[config.mk]
export PLATFORM = sky130hd
export DESIGN_NAME = sio_unit
export DESIGN_NICKNAME = d
export VERILOG_FILES = /design/src/rtl/sio_pkg.sv /design/src/rtl/sio_ctrl.sv /design/src/rtl/sio_datapath.sv /design/src/rtl/sio_unit.sv
export SDC_FILE = /design/constraint.sdc
export NUM_CORES = 1
export LEC_CHECK = 0
export CELL_PAD_IN_SITES_DETAIL_PLACEMENT = 1
export CELL_PAD_IN_SITES_GLOBAL_PLACEMENT = 2
export CORE_ASPECT_RATIO = 0.75
export CORE_MARGIN = 10
export CORE_UTILIZATION = 41
export DETAILED_ROUTE_END_ITERATION = 6
export DONT_BUFFER_PORTS = 1
export HOLD_SLACK_MARGIN = 0.15
export PLACE_DENSITY = 0.94
export SYNTH_ARGS = -nofsm -noshare
export SYNTH_HDL_FRONTEND = slang
export SYNTH_SLANG_ARGS = --single-unit
[constraint.sdc]
create_clock -name clk -period 5.37 [get_ports clk]
set_clock_uncertainty 0.2 [all_clocks]
set_input_delay 1.074 -clock clk [delete_from_list [all_inputs] [get_ports clk]]
set_output_delay 1.074 -clock clk [all_outputs]
set_load 0.1 [all_outputs]
[src/rtl/sio_pkg.sv]
package sio_pkg;
  localparam int DATA_W = 8;

  // mode byte layout, bit 7 down to bit 0
  typedef struct packed {
    logic [2:0] clkSel;
    logic       spare;
    logic       start;
    logic       shEn;
    logic       txEn;
    logic       lsbFirst;
  } mode_t;

  localparam logic [2:0] CLK_TMR  = 3'b100;
  localparam logic [2:0] CLK_FAST = 3'b101;
  localparam logic [2:0] CLK_SLOW = 3'b110;
  localparam logic [2:0] CLK_MID  = 3'b111;

  // strobes from control to datapath
  typedef struct packed {
    logic fallStb;
    logic riseStb;
    logic bufWr;
    logic bufRd;
    logic lsbFirst;
    logic txEn;
  } dp_ctrl_t;
endpackage

[src/rtl/sio_ctrl.sv]
module sio_ctrl
  import sio_pkg::*;
#(
  parameter int DIV_FAST = 4,
  parameter int DIV_MID  = 16,
  parameter int DIV_SLOW = 1024,
  parameter int NBITS    = 8
) (
  input  logic       clk,
  input  logic       rstN,
  input  logic       cpuSel,
  input  logic       cpuWr,
  input  logic       cpuRd,
  input  logic [7:0] cpuWData,
  input  logic       sckIn,
  input  logic       tmrTgl,
  output logic       sckOut,
  output logic       sckOe,
  output logic       irq,
  output logic       busy,
  output logic       sckHigh,
  output dp_ctrl_t   dpCtl
);
  localparam int HALF_FAST = DIV_FAST / 2;
  localparam int HALF_MID  = DIV_MID / 2;
  localparam int HALF_SLOW = DIV_SLOW / 2;
  localparam int HALF_MAX  = (HALF_SLOW > HALF_MID) ?
                             ((HALF_SLOW > HALF_FAST) ? HALF_SLOW : HALF_FAST) :
                             ((HALF_MID > HALF_FAST) ? HALF_MID : HALF_FAST);
  localparam int DIVW = (HALF_MAX > 1) ? $clog2(HALF_MAX) : 1;
  localparam int CNTW = (NBITS > 1) ? $clog2(NBITS) : 1;

  mode_t            modeQ;
  logic             modeWr, startReq, startGo, stopReq;
  logic             extSel, tmrSel, divSel;
  logic [DIVW-1:0]  divCnt, halfLim;
  logic             divTick, halfEvt;
  logic             sckS1, sckS2, sckS3;
  logic             extRise, extFall, intRise, intFall;
  logic             tmrPrev, tmrEvt;
  logic             sckLvl;
  logic [CNTW-1:0]  bitCnt;
  logic             riseStb, fallStb, lastBit, access;

  assign modeWr   = cpuWr && !cpuSel;
  assign startReq = modeWr && cpuWData[3];
  assign startGo  = startReq && cpuWData[2];
  assign stopReq  = modeWr && !cpuWData[2];

  // mode register: start and spare never stored
  always_ff @(posedge clk) begin
    if (!rstN) modeQ <= '0;
    else if (modeWr) begin
      modeQ       <= mode_t'(cpuWData);
      modeQ.start <= 1'b0;
      modeQ.spare <= 1'b0;
    end
  end

  // clock source decode
  assign extSel = !modeQ.clkSel[2];
  assign tmrSel = (modeQ.clkSel == CLK_TMR);
  assign divSel = modeQ.clkSel[2] && (modeQ.clkSel[1:0] != 2'b00);

  always_comb begin
    unique case (modeQ.clkSel)
      CLK_FAST: halfLim = DIVW'(HALF_FAST - 1);
      CLK_MID:  halfLim = DIVW'(HALF_MID - 1);
      CLK_SLOW: halfLim = DIVW'(HALF_SLOW - 1);
      default:  halfLim = '0;
    endcase
  end

  assign divTick = busy && divSel && (divCnt == halfLim);

  always_ff @(posedge clk) begin
    if (!rstN || !busy || startReq || divTick) divCnt <= '0;
    else if (divSel) divCnt <= divCnt + 1'b1;
  end

  // external clock synchronizer and edge detect
  always_ff @(posedge clk) begin
    if (!rstN) begin
      sckS1 <= 1'b1;
      sckS2 <= 1'b1;
      sckS3 <= 1'b1;
    end else begin
      sckS1 <= sckIn;
      sckS2 <= sckS1;
      sckS3 <= sckS2;
    end
  end
  assign extRise = sckS2 && !sckS3;
  assign extFall = !sckS2 && sckS3;

  // timer toggle change detect
  always_ff @(posedge clk) begin
    if (!rstN) tmrPrev <= 1'b0;
    else tmrPrev <= tmrTgl;
  end
  assign tmrEvt = tmrTgl ^ tmrPrev;

  assign halfEvt = busy && (tmrSel ? tmrEvt : divTick);

  // internal serial clock level, idle high
  always_ff @(posedge clk) begin
    if (!rstN || !busy || startReq) sckLvl <= 1'b1;
    else if (halfEvt) sckLvl <= !sckLvl;
  end
  assign intRise = halfEvt && !sckLvl;
  assign intFall = halfEvt && sckLvl;

  assign riseStb = busy && !modeWr && (extSel ? extRise : intRise);
  assign fallStb = busy && !modeWr && (extSel ? extFall : intFall);
  assign lastBit = riseStb && (bitCnt == CNTW'(NBITS - 1));

  // bit counter
  always_ff @(posedge clk) begin
    if (!rstN || startReq) bitCnt <= '0;
    else if (riseStb) bitCnt <= lastBit ? '0 : bitCnt + 1'b1;
  end

  // run state
  always_ff @(posedge clk) begin
    if (!rstN) busy <= 1'b0;
    else if (startGo) busy <= 1'b1;
    else if (stopReq || lastBit) busy <= 1'b0;
  end

  // completion flag
  always_ff @(posedge clk) begin
    if (!rstN || startReq) irq <= 1'b0;
    else if (lastBit && modeQ.shEn) irq <= 1'b1;
  end

  assign sckHigh = extSel ? sckS3 : sckLvl;
  assign access  = !busy || sckHigh;

  assign sckOut = extSel ? 1'b1 : sckLvl;
  assign sckOe  = !extSel;

  always_comb begin
    dpCtl.fallStb  = fallStb;
    dpCtl.riseStb  = riseStb;
    dpCtl.bufWr    = cpuWr && cpuSel && access;
    dpCtl.bufRd    = cpuRd && cpuSel && access;
    dpCtl.lsbFirst = modeQ.lsbFirst;
    dpCtl.txEn     = modeQ.txEn;
  end
endmodule

[src/rtl/sio_datapath.sv]
module sio_datapath
  import sio_pkg::*;
#(
  parameter int NBITS = 8
) (
  input  logic             clk,
  input  logic             rstN,
  input  dp_ctrl_t         dpCtl,
  input  logic [NBITS-1:0] cpuWData,
  input  logic             sin,
  output logic             sout,
  output logic [NBITS-1:0] rdData,
  output logic [NBITS-1:0] bufQ
);
  logic [NBITS-1:0] shifted;
  logic             headBit;

  generate
    if (NBITS > 1) begin : g_wide
      assign shifted = dpCtl.lsbFirst ? {sin, bufQ[NBITS-1:1]}
                                      : {bufQ[NBITS-2:0], sin};
    end else begin : g_narrow
      assign shifted = sin;
    end
  endgenerate

  assign headBit = dpCtl.lsbFirst ? bufQ[0] : bufQ[NBITS-1];

  always_ff @(posedge clk) begin
    if (!rstN) bufQ <= '0;
    else if (dpCtl.riseStb) bufQ <= shifted;
    else if (dpCtl.bufWr) bufQ <= cpuWData;
  end

  always_ff @(posedge clk) begin
    if (!rstN || !dpCtl.txEn) sout <= 1'b1;
    else if (dpCtl.fallStb) sout <= headBit;
  end

  always_ff @(posedge clk) begin
    if (!rstN) rdData <= '0;
    else if (dpCtl.bufRd) rdData <= bufQ;
  end
endmodule

[src/rtl/sio_unit.sv]
module sio_unit
  import sio_pkg::*;
#(
  parameter int DIV_FAST = 4,
  parameter int DIV_MID  = 16,
  parameter int DIV_SLOW = 1024
) (
  input  logic       clk,
  input  logic       rstN,
  input  logic       cpuSel,
  input  logic       cpuWr,
  input  logic       cpuRd,
  input  logic [7:0] cpuWData,
  output logic [7:0] cpuRData,
  input  logic       sckIn,
  output logic       sckOut,
  output logic       sckOe,
  input  logic       sin,
  output logic       sout,
  input  logic       tmrTgl,
  output logic       irq
);
  dp_ctrl_t    dpCtl;
  logic        busy, sckHigh;
  logic [7:0]  bufQ;

  sio_ctrl #(
    .DIV_FAST(DIV_FAST), .DIV_MID(DIV_MID), .DIV_SLOW(DIV_SLOW), .NBITS(DATA_W)
  ) ctrl_i (
    .clk(clk), .rstN(rstN), .cpuSel(cpuSel), .cpuWr(cpuWr), .cpuRd(cpuRd),
    .cpuWData(cpuWData), .sckIn(sckIn), .tmrTgl(tmrTgl), .sckOut(sckOut),
    .sckOe(sckOe), .irq(irq), .busy(busy), .sckHigh(sckHigh), .dpCtl(dpCtl)
  );

  sio_datapath #(.NBITS(DATA_W)) dp_i (
    .clk(clk), .rstN(rstN), .dpCtl(dpCtl), .cpuWData(cpuWData), .sin(sin),
    .sout(sout), .rdData(cpuRData), .bufQ(bufQ)
  );
endmodule

== After elaboration in Yosys (flattened, before gate mapping) ==
Index checks and enable logic that the tools add are counted.

* Add/sub/neg operators: 2
* Equality and inequality tests: 6
* Mux-type cells: 13
* Bitwise gates (word level): 1
* Reduce and logical (&&, ||, !) cells: 40

{| class="wikitable"
|+ Operator list
! operator !! number
|-
| 9-bit one-hot mux with 3 select lines || 1
|-
| 8-bit two-way mux || 3
|-
| 1-bit logical AND || 21
|-
| 3-bit == test, second input constant || 5
|-
| 9-bit by 1-bit adder with 9-bit output, second input constant || 1
|-
| 9-bit == test || 1
|-
| 1-bit logical NOT || 9
|-
| 1-bit two-way mux || 8
|-
| 1-bit logical OR || 7
|-
| 2-bit nonzero test || 3
|-
| 3-bit by 1-bit adder with 3-bit output, second input constant || 1
|-
| 3-bit two-way mux || 1
|-
| 1-bit bitwise XOR || 1
|}

* Register bits: 42
* Output and inout bits: 12
* Word-level logic and storage cells: 78

== Longest topological paths before layout ==
* Word-level depth: 13
* Gate-level depth with buffers: 7
* Mapped depth without buffers: 6

== Cells and area by module ==
Synthesis repeated with hierarchy kept, for this count alone.

* Cells, all modules: 211
* Area total of the unflattened synthesis: 2,011.9 um^2

{| class="wikitable"
|+ By module, submodules not included
! module !! instances !! cells an instance !! area an instance (um^2) !! seq. area each (um^2)
|-
| sio_ctrl || 1 || 143 || 1,258.7 || 500.5
|-
| sio_datapath || 1 || 68 || 753.2 || 340.3
|}

== Worst setup path before layout ==
Ideal clock, no wire load.

* Path type: register to output
* From: reg ctrl_i.modeQ (netlist bit ctrl_i.sckOe)
* To: out sckOut
* Data arrival time: 1.980 ns
* Setup slack: 2.116 ns
* Stages on the path, launching flop included: 4
* Path buffers: 1
* Cell sequence: dfxtp_1 -> buf_2 -> nor2b_1 -> inv_1

* Longest elaborated chain between the ends: 1

{| class="wikitable"
|+ RTL lines
! element !! line !! RTL
|-
| start: declaration || sio_ctrl.sv:33 || <nowiki>mode_t modeQ;</nowiki>
|-
| start signal: assignment || sio_ctrl.sv:54 || <nowiki>modeQ <= mode_t'(cpuWData);</nowiki>
|-
| 1-bit two-way mux || sio_ctrl.sv:139 || <nowiki>assign sckOut = extSel ? 1'b1 : sckLvl;</nowiki>
|-
| end: declaration || sio_unit.sv:16 || <nowiki>output logic sckOut,</nowiki>
|}

Every way passes these cells.

== Worst setup path after layout ==
Same ends and word-level chain as after synthesis.

==> run summary <==
sequential fraction of the synthesis area = 39.9%
largest net degree at the start of global routing = 46
Pre-antenna DRT Iters = 4
R2R cell count = 6
Req. time, crit path = 4.10 ns
Starting Density = 42.8%
clock power share = 45.0%
CTS tree = yes
status = complete, no violations
vias in the first global route = 1734
row cnt = 22
CTS max path bufs = 2
synthesized net count = 262
Clock transition at path regs = 0.08 ns
Inst Count DP = 288
layout cells sized above 1 = 8.05%
setup bufs post-CTS = 0
register area = 841 um2
Worst Hold Class = reg2reg
DR WL/cell = 17.8 um
worst setup path start = ctrl_i.sckOe
Cell Area, Synth = 2110 um2
Cells after Synth = 243
Internal = 0.536 mW
vias per cell = 5.74
grt ovf = 0
final hold violation count = 0
R2R Setup Slk = 2.59 ns
via count = 1699
# fillers = 573
placed wire-length estimate = 3910 um
Slew HR = 31.4%
post_cts resized = 0
first-pass GRT wire length = 9040 um
CP Capture Type = output port
Sw Pwr = 0.152 mW
Max VDD drop = 0.150 mV
initial antenna violation count = 0
H-tree levels = 2
full die area = 8440 um2
Ports = 28
hold_buf cts = 0
startpoint types = register
CP Max Fanout = 14
Sw Share = 22.1%
routability-driven placement congestion ratio = 0.785
Place WS = 2.17 ns
CTS root buf = clkbuf_8
final worst setup slack = 2.25 ns
FF-to-FF End = dp_i.bufQ[1]
crit path capture = sckOut
Static Leak = 0.801 nW
Reg2Reg Launch Point = ctrl_i.sckOe
min-delay src = ctrl_i.sckS1
Antenna Cells = 0
Layout area overhead = 7.30%
Port Buf Inserts = 0
Setup Crit Path Kind = reg2out
Die Width = 103 um
clk_lat worst skew = 0.29 ns
slowest cell on the critical path = inv_1
Warnings, synthesis = 0
RSZ-0062 raised after global routing = no
CTS buffer count = 5
Logic pwr share = 5.8%
DRC Markers = 0
period utilisation layout = 58.0%
max-slew violations = 0
Final Critical Period = 3.12 ns
1st-iter DRT viols = 70
clock sink total = 42
total negative slack = 0 ns
Syn Area/Cell = 8.67 um2
Worst Tran Pin Value = 1.03 ns
multi-input logic area = 1190 um2
Final Power = 0.688 mW
DIE HEIGHT = 82.1 um
Setup violations, final = 0
post-synth cell types = 40
Post-Route WL = 5260 um
total track usage = 13.3%
post-route ant nets = 0
core region area = 4930 um2
Max Cap Viol = 0
power per cell area = 304 nW/um2
max frequency = 0.321 GHz
synthesized flop and latch total = 42
CP Cell Sequence = buf_4 > nor2b_1 > inv_1
Finished Layout Cells = 296
# nets final = 254
CP Data Arrival Time = 1.84 ns
delay of the slowest critical-path stage = 0.50 ns
Flop pwr share = 49.2%
[metal layers]
layer | track usage [%] | part of all wire (%)
met5 | 0 | 0
met4 | 3.32 | 0.65
met3 | 4.45 | 6.1
met2 | 18.6 | 42
met1 | 19.0 | 51
[final cells by class]
cell class | count | area share, %
Clock inverter | 2 | 2.66
Tap cell | 60 | 3.32
Timing Repair Buffer | 1 | 0.332
Inverter | 2 | 0.332
Clock buffer | 6 | 3.65
Multi-Input combinational cell | 183 | 52.5
Sequential cell | 42 | 37.2
[power groups by stage]
stage | clock network (mW) | registers, mW | logic [mW]
global route | 0.332 | 0.340 | 0.0444
CTS | 0.315 | 0.338 | 0.0398
finish | 0.310 | 0.338 | 0.0396
floorplan | 0 | 0.342 | 0.0375
global placement | 0 | 0.346 | 0.0386
detailed placement | 0 | 0.346 | 0.0396
[flip-flops by register name, summed over array words and instances (netlist names)]
name	cells
ctrl_i.divCnt	9
ctrl_i.modeQ	3
ctrl_i.bitCnt	3
ctrl_i.sckS1	1
ctrl_i.irq	1
ctrl_i.busy	1
dp_i.sout	1
dp_i.bufQ	8
ctrl_i.sckOe	1
ctrl_i.dpCtl	2
ctrl_i.sckS2	1
ctrl_i.sckS3	1
ctrl_i.sckLvl	1
dp_i.rdData	8
ctrl_i.tmrPrev	1
[cells in the mapped netlist (all sizes together)]
cell | count | area, um2
clkbuf | 11 | 41.3
and3 | 2 | 12.5
nand4 | 4 | 25.0
buf | 5 | 30.0
o21ai | 7 | 35.0
dfxtp | 42 | 841
a21oi | 13 | 65.1
nor2b | 10 | 62.6
xnor2 | 2 | 17.5
a311o | 7 | 70.1
or4 | 1 | 11.3
nor4 | 9 | 71.3
mux2 | 7 | 78.8
o22ai | 2 | 12.5
nand2b | 4 | 25.0
o21a | 1 | 7.51
nand4b | 2 | 17.5
a211oi | 4 | 30.0
and4 | 3 | 26.3
a211o | 1 | 8.76
o211ai | 1 | 7.51
nand3 | 10 | 50.1
nor2 | 12 | 45.0
o2111ai | 3 | 26.3
o22a | 1 | 8.76
and3b | 1 | 8.76
or3 | 1 | 6.26
and2 | 4 | 25.0
inv | 2 | 7.51
xor2 | 7 | 61.3
a21boi | 9 | 67.6
ha | 3 | 37.5
o2111a | 1 | 12.5
mux2i | 10 | 100
nand2 | 41 | 154
[worst max-delay path: cells and delay by family (launching register included)]
family | cells | cell delay, ns
buf+inv | 2 | 0.86
flops | 1 | 0.32
simple gates | 1 | 0.35
[placed cells by master (no fill, tap or decap), types with 2 or more instances in the layout]
cell type / synthesis / layout
nand3_1: 10 / 10
a211oi_1: 4 / 4
a21boi_0: 8 / 8
a21oi_1: 13 / 13
nor2_1: 12 / 12
and4_1: 3 / 3
and3_1: 2 / 2
mux2i_1: 10 / 10
mux2_2: 7 / 7
ha_1: 3 / 3
nand2b_1: 4 / 4
o2111ai_1: 3 / 3
dfxtp_1: 42 / 42
nor2b_1: 10 / 10
o21ai_0: 6 / 6
nand2_1: 41 / 41
nor4_1: 8 / 8
a311o_1: 7 / 7
clkbuf_8: 0 / 6
inv_1: 2 / 2
o22ai_1: 2 / 2
and2_1: 4 / 4
xnor2_1: 2 / 2
nand4b_1: 2 / 2
bufinv_16: 0 / 2
xor2_1: 7 / 7
nand4_1: 4 / 4
[cell families after synthesis]
kind of cell               Yosys count  synth area share [%]
buffers and inverters               18                  3.74
adders and majority gates            3                  1.78
muxes                               17                  8.49
AOI/OAI and AO/OA                   50                  16.7
and+or+nand+nor                    104                  25.7
DFF                                 42                  39.9
xor gates and xnor gates             9                  3.74
[how the worst min path moves through the flow]
stage	slack [ns]	cells past startpoint	to
detailed placement	0.20	1	ctrl_i.sckS2
floorplan	0.19	1	ctrl_i.sckS2
finish	0.22	1	ctrl_i.sckS2
CTS	0.22	1	ctrl_i.sckS2
global placement	0.19	1	ctrl_i.sckS2
global route	0.23	1	ctrl_i.sckS2
[metrics by stage]
step                      utilization, %  instance area, um2  hold slack (ns)
after CTS                           45.9                2260            0.220
after detailed placement            43.0                2120            0.199
after floorplan                        -                2110            0.186
after global routing                45.9                2260            0.232
after global placement              43.0                2120            0.192
final                               45.9                2260            0.217
Power figures use the tool's default switching activity.
